--- config.mk ---
export PLATFORM = sky130hd
export DESIGN_NAME = msi_req_ctrl
export DESIGN_NICKNAME = d
export VERILOG_FILES = /design/src/rtl/msi_pkg.sv /design/src/rtl/msi_evt_coalesce.sv /design/src/rtl/msi_seq_fsm.sv /design/src/rtl/msi_pend_map.sv /design/src/rtl/msi_req_ctrl.sv
export SDC_FILE = /design/constraint.sdc
export NUM_CORES = 1
export LEC_CHECK = 0
export BUFFER_PORTS_ARGS = -buffer_cell sky130_fd_sc_hd__buf_4
export CAP_MARGIN = 25
export CELL_PAD_IN_SITES_DETAIL_PLACEMENT = 0
export CELL_PAD_IN_SITES_GLOBAL_PLACEMENT = 1
export CORE_UTILIZATION = 23
export CTS_CLUSTER_DIAMETER = 30
export DETAILED_ROUTE_END_ITERATION = 16
export GPL_TIMING_DRIVEN = 0
export HOLD_SLACK_MARGIN = 0.03
export PLACE_DENSITY = 0.9
export SYNTH_ARGS = -nofsm -noshare
export SYNTH_HDL_FRONTEND = slang
export SYNTH_SLANG_ARGS = --single-unit
--- constraint.sdc ---
create_clock -name clk -period 1.6 [get_ports clk]
set_input_delay 0.08 -clock clk [delete_from_list [all_inputs] [get_ports clk]]
set_output_delay 0.08 -clock clk [all_outputs]
set_load 0.03 [all_outputs]
--- src/rtl/msi_pkg.sv ---
package msi_pkg;
    typedef enum logic [1:0] {
        ST_IDLE = 2'd0,
        ST_FIRE = 2'd1,
        ST_WAIT = 2'd2,
        ST_GAP  = 2'd3
    } msi_st_e;
endpackage

--- src/rtl/msi_evt_coalesce.sv ---
// Single-flag event latch: events seen while busy collapse into one flag.
module msi_evt_coalesce (
    input  logic clk,
    input  logic rst_n,
    input  logic evt_i,
    input  logic busy_i,
    input  logic take_i,
    output logic flag_o
);
    logic flag_q;

    always_ff @(posedge clk) begin
        if (!rst_n) begin
            flag_q <= 1'b0;
        end else if (busy_i && evt_i) begin
            flag_q <= 1'b1;
        end else if (take_i) begin
            flag_q <= 1'b0;
        end
    end

    assign flag_o = flag_q;
endmodule

--- src/rtl/msi_seq_fsm.sv ---
// Request sequencer: IDLE -> FIRE -> WAIT -> (IDLE | GAP -> FIRE)
module msi_seq_fsm
    import msi_pkg::*;
#(
    parameter int RETRY_GAP = 2   // hold-off cycles before a retry, >= 1
) (
    input  logic clk,
    input  logic rst_n,
    input  logic evt_i,
    input  logic flag_i,
    input  logic sent_i,
    input  logic fail_i,
    output logic fire_o,
    output logic busy_o,
    output logic take_o
);
    localparam int GAP_CW = (RETRY_GAP < 2) ? 1 : $clog2(RETRY_GAP + 1);
    localparam logic [GAP_CW-1:0] GAP_LIM = GAP_CW'(RETRY_GAP);
    localparam logic [GAP_CW-1:0] GAP_ONE = GAP_CW'(1);

    msi_st_e           state_q, state_d;
    logic [GAP_CW-1:0] gap_q;

    // next-state logic
    always_comb begin
        state_d = state_q;
        unique case (state_q)
            ST_IDLE: if (evt_i || flag_i) state_d = ST_FIRE;
            ST_FIRE: state_d = ST_WAIT;
            ST_WAIT: begin
                if (sent_i)      state_d = ST_IDLE;
                else if (fail_i) state_d = ST_GAP;
            end
            ST_GAP:  if (gap_q >= GAP_LIM) state_d = ST_FIRE;
            default: state_d = ST_IDLE;
        endcase
    end

    // state register and hold-off counter
    always_ff @(posedge clk) begin
        if (!rst_n) begin
            state_q <= ST_IDLE;
            gap_q   <= '0;
        end else begin
            state_q <= state_d;
            if (state_q == ST_WAIT && fail_i && !sent_i) begin
                gap_q <= GAP_ONE;
            end else if (state_q == ST_GAP) begin
                gap_q <= gap_q + GAP_ONE;
            end
        end
    end

    // outputs
    always_comb begin
        fire_o = 1'b0;
        busy_o = 1'b1;
        take_o = 1'b0;
        unique case (state_q)
            ST_IDLE: begin
                busy_o = 1'b0;
                take_o = evt_i || flag_i;
            end
            ST_FIRE: fire_o = 1'b1;
            ST_WAIT: ;
            ST_GAP:  ;
            default: busy_o = 1'b0;
        endcase
    end
endmodule

--- src/rtl/msi_pend_map.sv ---
// Builds the per-function pending vector; only function 0 bit 0 is live.
module msi_pend_map #(
    parameter int NUM_FUNC      = 2,
    parameter int PEND_PER_FUNC = 32
) (
    input  logic                              active_i,
    output logic [NUM_FUNC*PEND_PER_FUNC-1:0] pend_o
);
    for (genvar f = 0; f < NUM_FUNC; f++) begin : g_func
        if (f == 0) begin : g_live
            assign pend_o[PEND_PER_FUNC-1:0] = PEND_PER_FUNC'(active_i);
        end else begin : g_idle
            assign pend_o[f*PEND_PER_FUNC +: PEND_PER_FUNC] = '0;
        end
    end
endmodule

--- src/rtl/msi_req_ctrl.sv ---
module msi_req_ctrl #(
    parameter int TRIG_W        = 32,
    parameter int FUNC_W        = 4,
    parameter int NUM_FUNC      = 2,
    parameter int PEND_PER_FUNC = 32,
    parameter int RETRY_GAP     = 2
) (
    input  logic                              clk,
    input  logic                              rst_n,
    input  logic                              evt_req,
    input  logic                              ack_sent,
    input  logic                              ack_fail,
    output logic [TRIG_W-1:0]                 irq_trig,
    output logic [FUNC_W-1:0]                 func_sel,
    output logic [NUM_FUNC*PEND_PER_FUNC-1:0] pend_bits
);
    logic fire, busy, take, flag;

    msi_evt_coalesce u_coal (
        .clk    (clk),
        .rst_n  (rst_n),
        .evt_i  (evt_req),
        .busy_i (busy),
        .take_i (take),
        .flag_o (flag)
    );

    msi_seq_fsm #(.RETRY_GAP(RETRY_GAP)) u_fsm (
        .clk    (clk),
        .rst_n  (rst_n),
        .evt_i  (evt_req),
        .flag_i (flag),
        .sent_i (ack_sent),
        .fail_i (ack_fail),
        .fire_o (fire),
        .busy_o (busy),
        .take_o (take)
    );

    msi_pend_map #(.NUM_FUNC(NUM_FUNC), .PEND_PER_FUNC(PEND_PER_FUNC)) u_pend (
        .active_i (busy || flag),
        .pend_o   (pend_bits)
    );

    assign irq_trig = TRIG_W'(fire);
    assign func_sel = '0;
endmodule

==> results of run 1 <==
## metal layers
layer	routed length [microns]	GRT usage
met1	539	0.0575
met2	629	0.0791
met3	226	0.0231
met4	34	0.0400
met5	0	0
## Yosys cell counts
| cell | number |
|---|---|
| a21oi_1 | 1 |
| inv_1 | 4 |
| nand2_1 | 2 |
| o221a_1 | 1 |
| nor3b_1 | 1 |
| xnor2_1 | 1 |
| nor2_1 | 2 |
| buf_4 | 100 |
| a21o_2 | 1 |
| mux2i_1 | 1 |
| a221oi_2 | 1 |
| o211ai_1 | 1 |
| and3_1 | 1 |
| nor3b_2 | 1 |
| ha_1 | 5 |
| conb_1 | 1 |
| a21boi_1 | 1 |
| nand2b_1 | 2 |
| dfxtp_1 | 5 |
| nor2b_1 | 1 |
## power groups by stage
stage	Sequential [W]	Clock, W	Combinational [W]
floorplan	0.000155	0	0.000638
global placement	0.000159	0	0.000689
detailed placement	0.000160	0	0.000691
CTS	0.000158	0.000240	0.000693
global route	0.000161	0.000251	0.000749
finish	0.000158	0.000235	0.000702
## logic make-up (layout without fill, tap and decap cells)
group	Yosys count	in the layout	synth area share
muxes	1	1	0.00939
xor gates and xnor gates	1	1	0.00822
AOI/OAI and AO/OA	6	6	0.0516
and+or+nand+nor	10	10	0.0563
adders and majority gates	5	5	0.0587
other	1	98	0.00352
buffers and inverters	104	114	0.718
DFF	5	5	0.0939
## worst reg2reg max path: stages (launching register included)
cell      delay, ns
dfxtp_1        0.39
inv_1          0.09
ha_1           0.19
nor2b_1        0.17
a221oi_2       0.31
mux2i_1        0.22
## sequential cells by signal, summed over array words and instances, names as in the netlist
register,count
u_coal.flag_o,1
u_fsm.state_q,2
u_fsm.gap_q,2
## how the worst max path moves through the flow
stage               depth (start not counted)              from  slack (ns)               end
floorplan                                   5  u_fsm.state_q[0]        0.34  u_fsm.state_q[0]
global placement                            5  u_fsm.state_q[0]        0.23  u_fsm.state_q[1]
detailed placement                          5  u_fsm.state_q[0]        0.18  u_fsm.state_q[1]
CTS                                         5  u_fsm.state_q[0]        0.17  u_fsm.state_q[1]
global route                                5  u_fsm.state_q[0]        0.04  u_fsm.state_q[1]
finish                                      5  u_fsm.state_q[0]        0.17  u_fsm.state_q[1]
## per-stage QoR
step | setup WS, ns | util | hold slack (ns) | power, W | area (sq um)
after CTS | 0.171 | 0.359 | 0.142 | 0.00109 | 1590
after detailed placement | 0.180 | 0.349 | 0.369 | 0.000851 | 1540
after global placement | 0.226 | 0.349 | 0.364 | 0.000848 | 1540
final | 0.171 | 0.359 | 0.145 | 0.00109 | 1590
after floorplan | 0.336 | - | 0.222 | 0.000794 | 1430
after global routing | 0.0440 | 0.359 | 0.145 | 0.00116 | 1590
## layout make-up
cell class,count,area share
repair buffers,6,0.0284
inverters,4,0.00947
plain buffers,100,0.474
multi-input cells,121,0.356
well taps,52,0.0410
flip-flops and latches,5,0.0631
clock buffers,4,0.0284
==> impl_metrics.env, run 1 <==
export IMPL_final_common_cell="buf_4"
export IMPL_p_leak_nw=1.06
export IMPL_drt_iter0_drc=13
export IMPL_drive_gt1_frac=0.467
export IMPL_cts_buffers_inserted=3
export IMPL_rows=24
export IMPL_fin_tns_setup_ns=0
export IMPL_routed_wl_microns=1430
export IMPL_finalCritPeriodShare=0.893
export IMPL_start_util=0.241
export IMPL_antenna_found_initial=0
export IMPL_multi_input_area_sq_um=564
export IMPL_peakVddDrop_mv=0.204
export IMPL_hold_depth=2
export IMPL_yosysSeqAreaShare=0.0939
export IMPL_finalNetCount=251
export IMPL_slowest_delay_ns=0.39
export IMPL_fin_skew_ns=0.000680
export IMPL_rr_endpoint="u_fsm.state_q[1]"
export IMPL_cts_resized=0
export IMPL_viasPerCell=2.52
export IMPL_core_sq_um=4410
export IMPL_die_x_microns=70.1
export IMPL_clock_sinks=5
export IMPL_worstSetupPathType="flop to flop"
export IMPL_io_pins=105
export IMPL_reg2reg_depth=5
export IMPL_synth_top_area_frac=0.704
export IMPL_synth_top_cell_by_area="buf_4"
export IMPL_p_per_area_nw_per_um2=691
export IMPL_drv_cap=0
export IMPL_die_height_microns=70.1
export IMPL_p_switching_w=0.000518
export IMPL_die_area_sq_um=4910
export IMPL_area_growth_pct=48.7
export IMPL_grt_max_degree=7
export IMPL_yosysWarnings=0
export IMPL_status="complete, no violations"
export IMPL_grt_pass1_wl_microns=2050
export IMPL_clkLatencyLatePin_ns=0.22
export IMPL_layout_common_cells="buf_4 (106), conb_1 (98), ha_1 (5), dfxtp_1 (5), inv_1 (4)"
export IMPL_fmax_ghz=0.700
export IMPL_cts_root_buf="clkbuf_8"
export IMPL_seq_area_sq_um=100
export IMPL_htreeDepth=1
export IMPL_cp_top_family="flip-flops"
export IMPL_clock_path_buffers=2
export IMPL_grt_pass1_vias=515
export IMPL_setup_viol=0
export IMPL_rsz0062_at_grt="no"
export IMPL_cp_start_kind="flop"
export IMPL_crit_buf_inv=1
export IMPL_firstDrtPassIters=2
export IMPL_hp_start="rst_n"
export IMPL_reg2reg_setup_slack_ns=0.17
export IMPL_avgSynthCellArea_sq_um=8.02
export IMPL_fillCellCount=486
export IMPL_synth_seq_cells=5
export IMPL_hold_buffers=0
export IMPL_wire_per_inst_microns=4.89
export IMPL_p_int_w=0.000577
export IMPL_grt_usage=0.0525
export IMPL_cp_max_fo=4
export IMPL_syn_cell_area_sq_um=1070
export IMPL_clk_pin_slew_ns=0.04
export IMPL_hold_viol_final=0
export IMPL_post_cts_buffers=0
export IMPL_grt_overflow=0
export IMPL_hold_class="primary input to flop"
export IMPL_cp_slowest_cell="dfxtp_1"
export IMPL_finalNonFillerCells=292
export IMPL_drc_errors=0
export IMPL_vias=737
export IMPL_synth_distinct_cells=20
export IMPL_reg2reg_from="u_fsm.state_q[0]"
export IMPL_slew_viol_final=0
export IMPL_clock_power_share=0.215
export IMPL_worstHoldEndpoint="u_fsm.gap_q[1]"
export IMPL_gp_congestion=0.685
export IMPL_switching_share=0.473
export IMPL_end_kind="flop"
export IMPL_tritoncts="built"
export IMPL_seq_power_share=0.145
export IMPL_synth_area_leaders="buf_4 (70%), dfxtp_1 (9.4%), ha_1 (5.9%), a221oi_2 (1.4%), inv_1 (1.4%)"
export IMPL_ant_nets=0
export IMPL_port_buffers=6
export IMPL_path_cells="inv_1, ha_1, nor2b_1, a221oi_2, mux2i_1"
export IMPL_p_comb_frac=0.641
export IMPL_crit_required_ns=1.75
export IMPL_worstPathArrival_ns=1.58
export IMPL_dp_cells=288
export IMPL_netlist_instances=133
export IMPL_period_needed_ns=1.43
export IMPL_diodes=0
No activity file was read; power rests on OpenSTA's default activity.
==> run 2: changes to the inputs <==
--- a/config.mk
+++ b/config.mk
@@ -16,4 +16,5 @@
 export HOLD_SLACK_MARGIN = 0.03
 export PLACE_DENSITY = 0.9
+export SETUP_SLACK_MARGIN = 0.1
 export SYNTH_ARGS = -nofsm -noshare
 export SYNTH_HDL_FRONTEND = slang
==> constraint.sdc (replaced) <==
create_clock -name clk -period 1.6 [get_ports clk]
set_input_delay 0.16 -clock clk [delete_from_list [all_inputs] [get_ports clk]]
set_output_delay 0.16 -clock clk [all_outputs]
set_load 0.03 [all_outputs]
==> impl_metrics.env, run 2 (synthesized netlist as in run 1, its figures left out) <==
export IMPL_status="complete, no violations"
export IMPL_clock_sinks=5
export IMPL_viasPerCell=2.52
export IMPL_diodes=0
export IMPL_worstSetupPathType="flop to primary output"
export IMPL_ant_nets=0
export IMPL_cp_slowest_cell="dfxtp_2"
export IMPL_drive_gt1_frac=0.475
export IMPL_hold_depth=2
export IMPL_fmax_ghz=0.721
export IMPL_dp_slack_ns=0.180
export IMPL_slowest_delay_ns=0.33
export IMPL_p_leak_nw=1.06
export IMPL_fin_tns_setup_ns=0
export IMPL_port_buffers=6
export IMPL_finalNetCount=251
export IMPL_rows=24
export IMPL_multi_input_area_sq_um=564
export IMPL_holdWs_ns=0.224
export IMPL_rsz0062_at_grt="yes"
export IMPL_die_area_sq_um=4910
export IMPL_period_needed_ns=1.39
export IMPL_end_kind="primary output"
export IMPL_worstHoldEndpoint="u_fsm.gap_q[1]"
export IMPL_crit_buf_inv=3
export IMPL_p_per_area_nw_per_um2=690
export IMPL_finalNonFillerCells=292
export IMPL_cp_max_fo=4
export IMPL_setup_viol=0
export IMPL_final_common_cell="buf_4"
export IMPL_finalWorstSetupSlack_ns=0.213
export IMPL_crit_required_ns=1.44
export IMPL_seq_area_sq_um=103
export IMPL_worstPathArrival_ns=1.23
export IMPL_hold_class="primary input to flop"
export IMPL_cts_buffers_inserted=3
export IMPL_cp_start_kind="flop"
export IMPL_gp_congestion=0.685
export IMPL_die_height_microns=70.1
export IMPL_finalCritPeriodShare=0.867
export IMPL_clkLatencyLatePin_ns=0.22
export IMPL_dp_cells=288
export IMPL_vias=736
export IMPL_drc_errors=0
export IMPL_reg2reg_from="u_fsm.state_q[0]"
export IMPL_io_pins=105
export IMPL_clock_path_buffers=2
export IMPL_peakVddDrop_mv=0.204
export IMPL_reg2reg_setup_slack_ns=0.22
export IMPL_grt_usage=0.0525
export IMPL_path_cells="inv_1, ha_1, nand2b_1, buf_4, buf_4"
export IMPL_core_sq_um=4410
export IMPL_wire_per_inst_microns=4.87
export IMPL_grt_max_degree=7
export IMPL_htreeDepth=1
export IMPL_cts_root_buf="clkbuf_8"
export IMPL_fin_skew_ns=0.000686
export IMPL_grt_pass1_wl_microns=2050
export IMPL_grt_overflow=0
export IMPL_start_util=0.241
export IMPL_hp_start="rst_n"
export IMPL_reg2reg_depth=5
export IMPL_die_x_microns=70.1
export IMPL_cp_top_family="buffers and inverters"
export IMPL_drt_iter0_drc=10
export IMPL_clk_pin_slew_ns=0.04
export IMPL_area_growth_pct=48.9
export IMPL_layout_common_cells="buf_4 (106), conb_1 (98), ha_1 (5), inv_1 (4)"
export IMPL_antenna_found_initial=0
export IMPL_hold_buffers=0
export IMPL_crit_top_cell="buf_4"
export IMPL_rr_endpoint="u_fsm.state_q[1]"
export IMPL_slew_viol_final=0
export IMPL_firstDrtPassIters=4
export IMPL_fillCellCount=484
export IMPL_startpoint="u_fsm.state_q[0]"
export IMPL_routed_wl_microns=1420
export IMPL_tritoncts="built"
export IMPL_grt_pass1_vias=515
export IMPL_drv_cap=0
export IMPL_hold_viol_final=0
run 2: cell counts in the layout (fill, tap and decap cells not counted):
No cell type changed its count.
run 2: worst reg2reg max path: cells and delay by family (launching register included):
family,cells,cell delay [ns]
fa+ha+maj,1,0.18
simple gates,1,0.17
buf+inv,1,0.07
compound gates,1,0.31
mux,1,0.22
flops,1,0.35
run 2: how the worst max path moves through the flow:
stage	endpoint	cells after the start
after floorplan	u_fsm.state_q[0]	5
after global placement	u_fsm.state_q[1]	5
after detailed placement	u_fsm.state_q[1]	5
after CTS	pend_bits[0]	5
after global routing	u_fsm.state_q[1]	5
final	pend_bits[0]	5
run 2: metrics by stage:
stage | power (W) | utilization | cell area (sq um)
finish | 0.00110 | 0.360 | 1590
global route | 0.00116 | 0.360 | 1590
CTS | 0.00109 | 0.359 | 1590
detailed placement | 0.000851 | 0.349 | 1540
global placement | 0.000848 | 0.349 | 1540
floorplan | 0.000794 | - | 1430
run 2: final cells by class:
type,count,share of cell area
Buffer,100,0.473
Multi-Input combinational cell,121,0.355
Sequential cell,5,0.0646
Tap cell,52,0.0410
Clock buffer,4,0.0284
Timing Repair Buffer,6,0.0284
Inverter,4,0.00946
run 2: per-layer routing:
layer  GRT usage  vias up  routed length, microns  share of wire
li1            -      427                       -              -
met1      0.0575      246                     527           0.37
met2      0.0791       59                     623           0.44
met3      0.0231        4                     237           0.17
met4      0.0400        0                      34          0.024
met5           0        -                       0              0
run 2: what timing repair did:
action                                  in CTS  in global routing
endpoints found under the setup margin       0                  3
buffers inserted                             0                  0
gates resized for setup                      0                  2
run 2: power by group:
part | switching, W | internal [W] | total (W)
combinational | 0.000437 | 0.000264 | 0.000701
clock | 0.0000640 | 0.000171 | 0.000235
sequential | 0.0000155 | 0.000145 | 0.000160
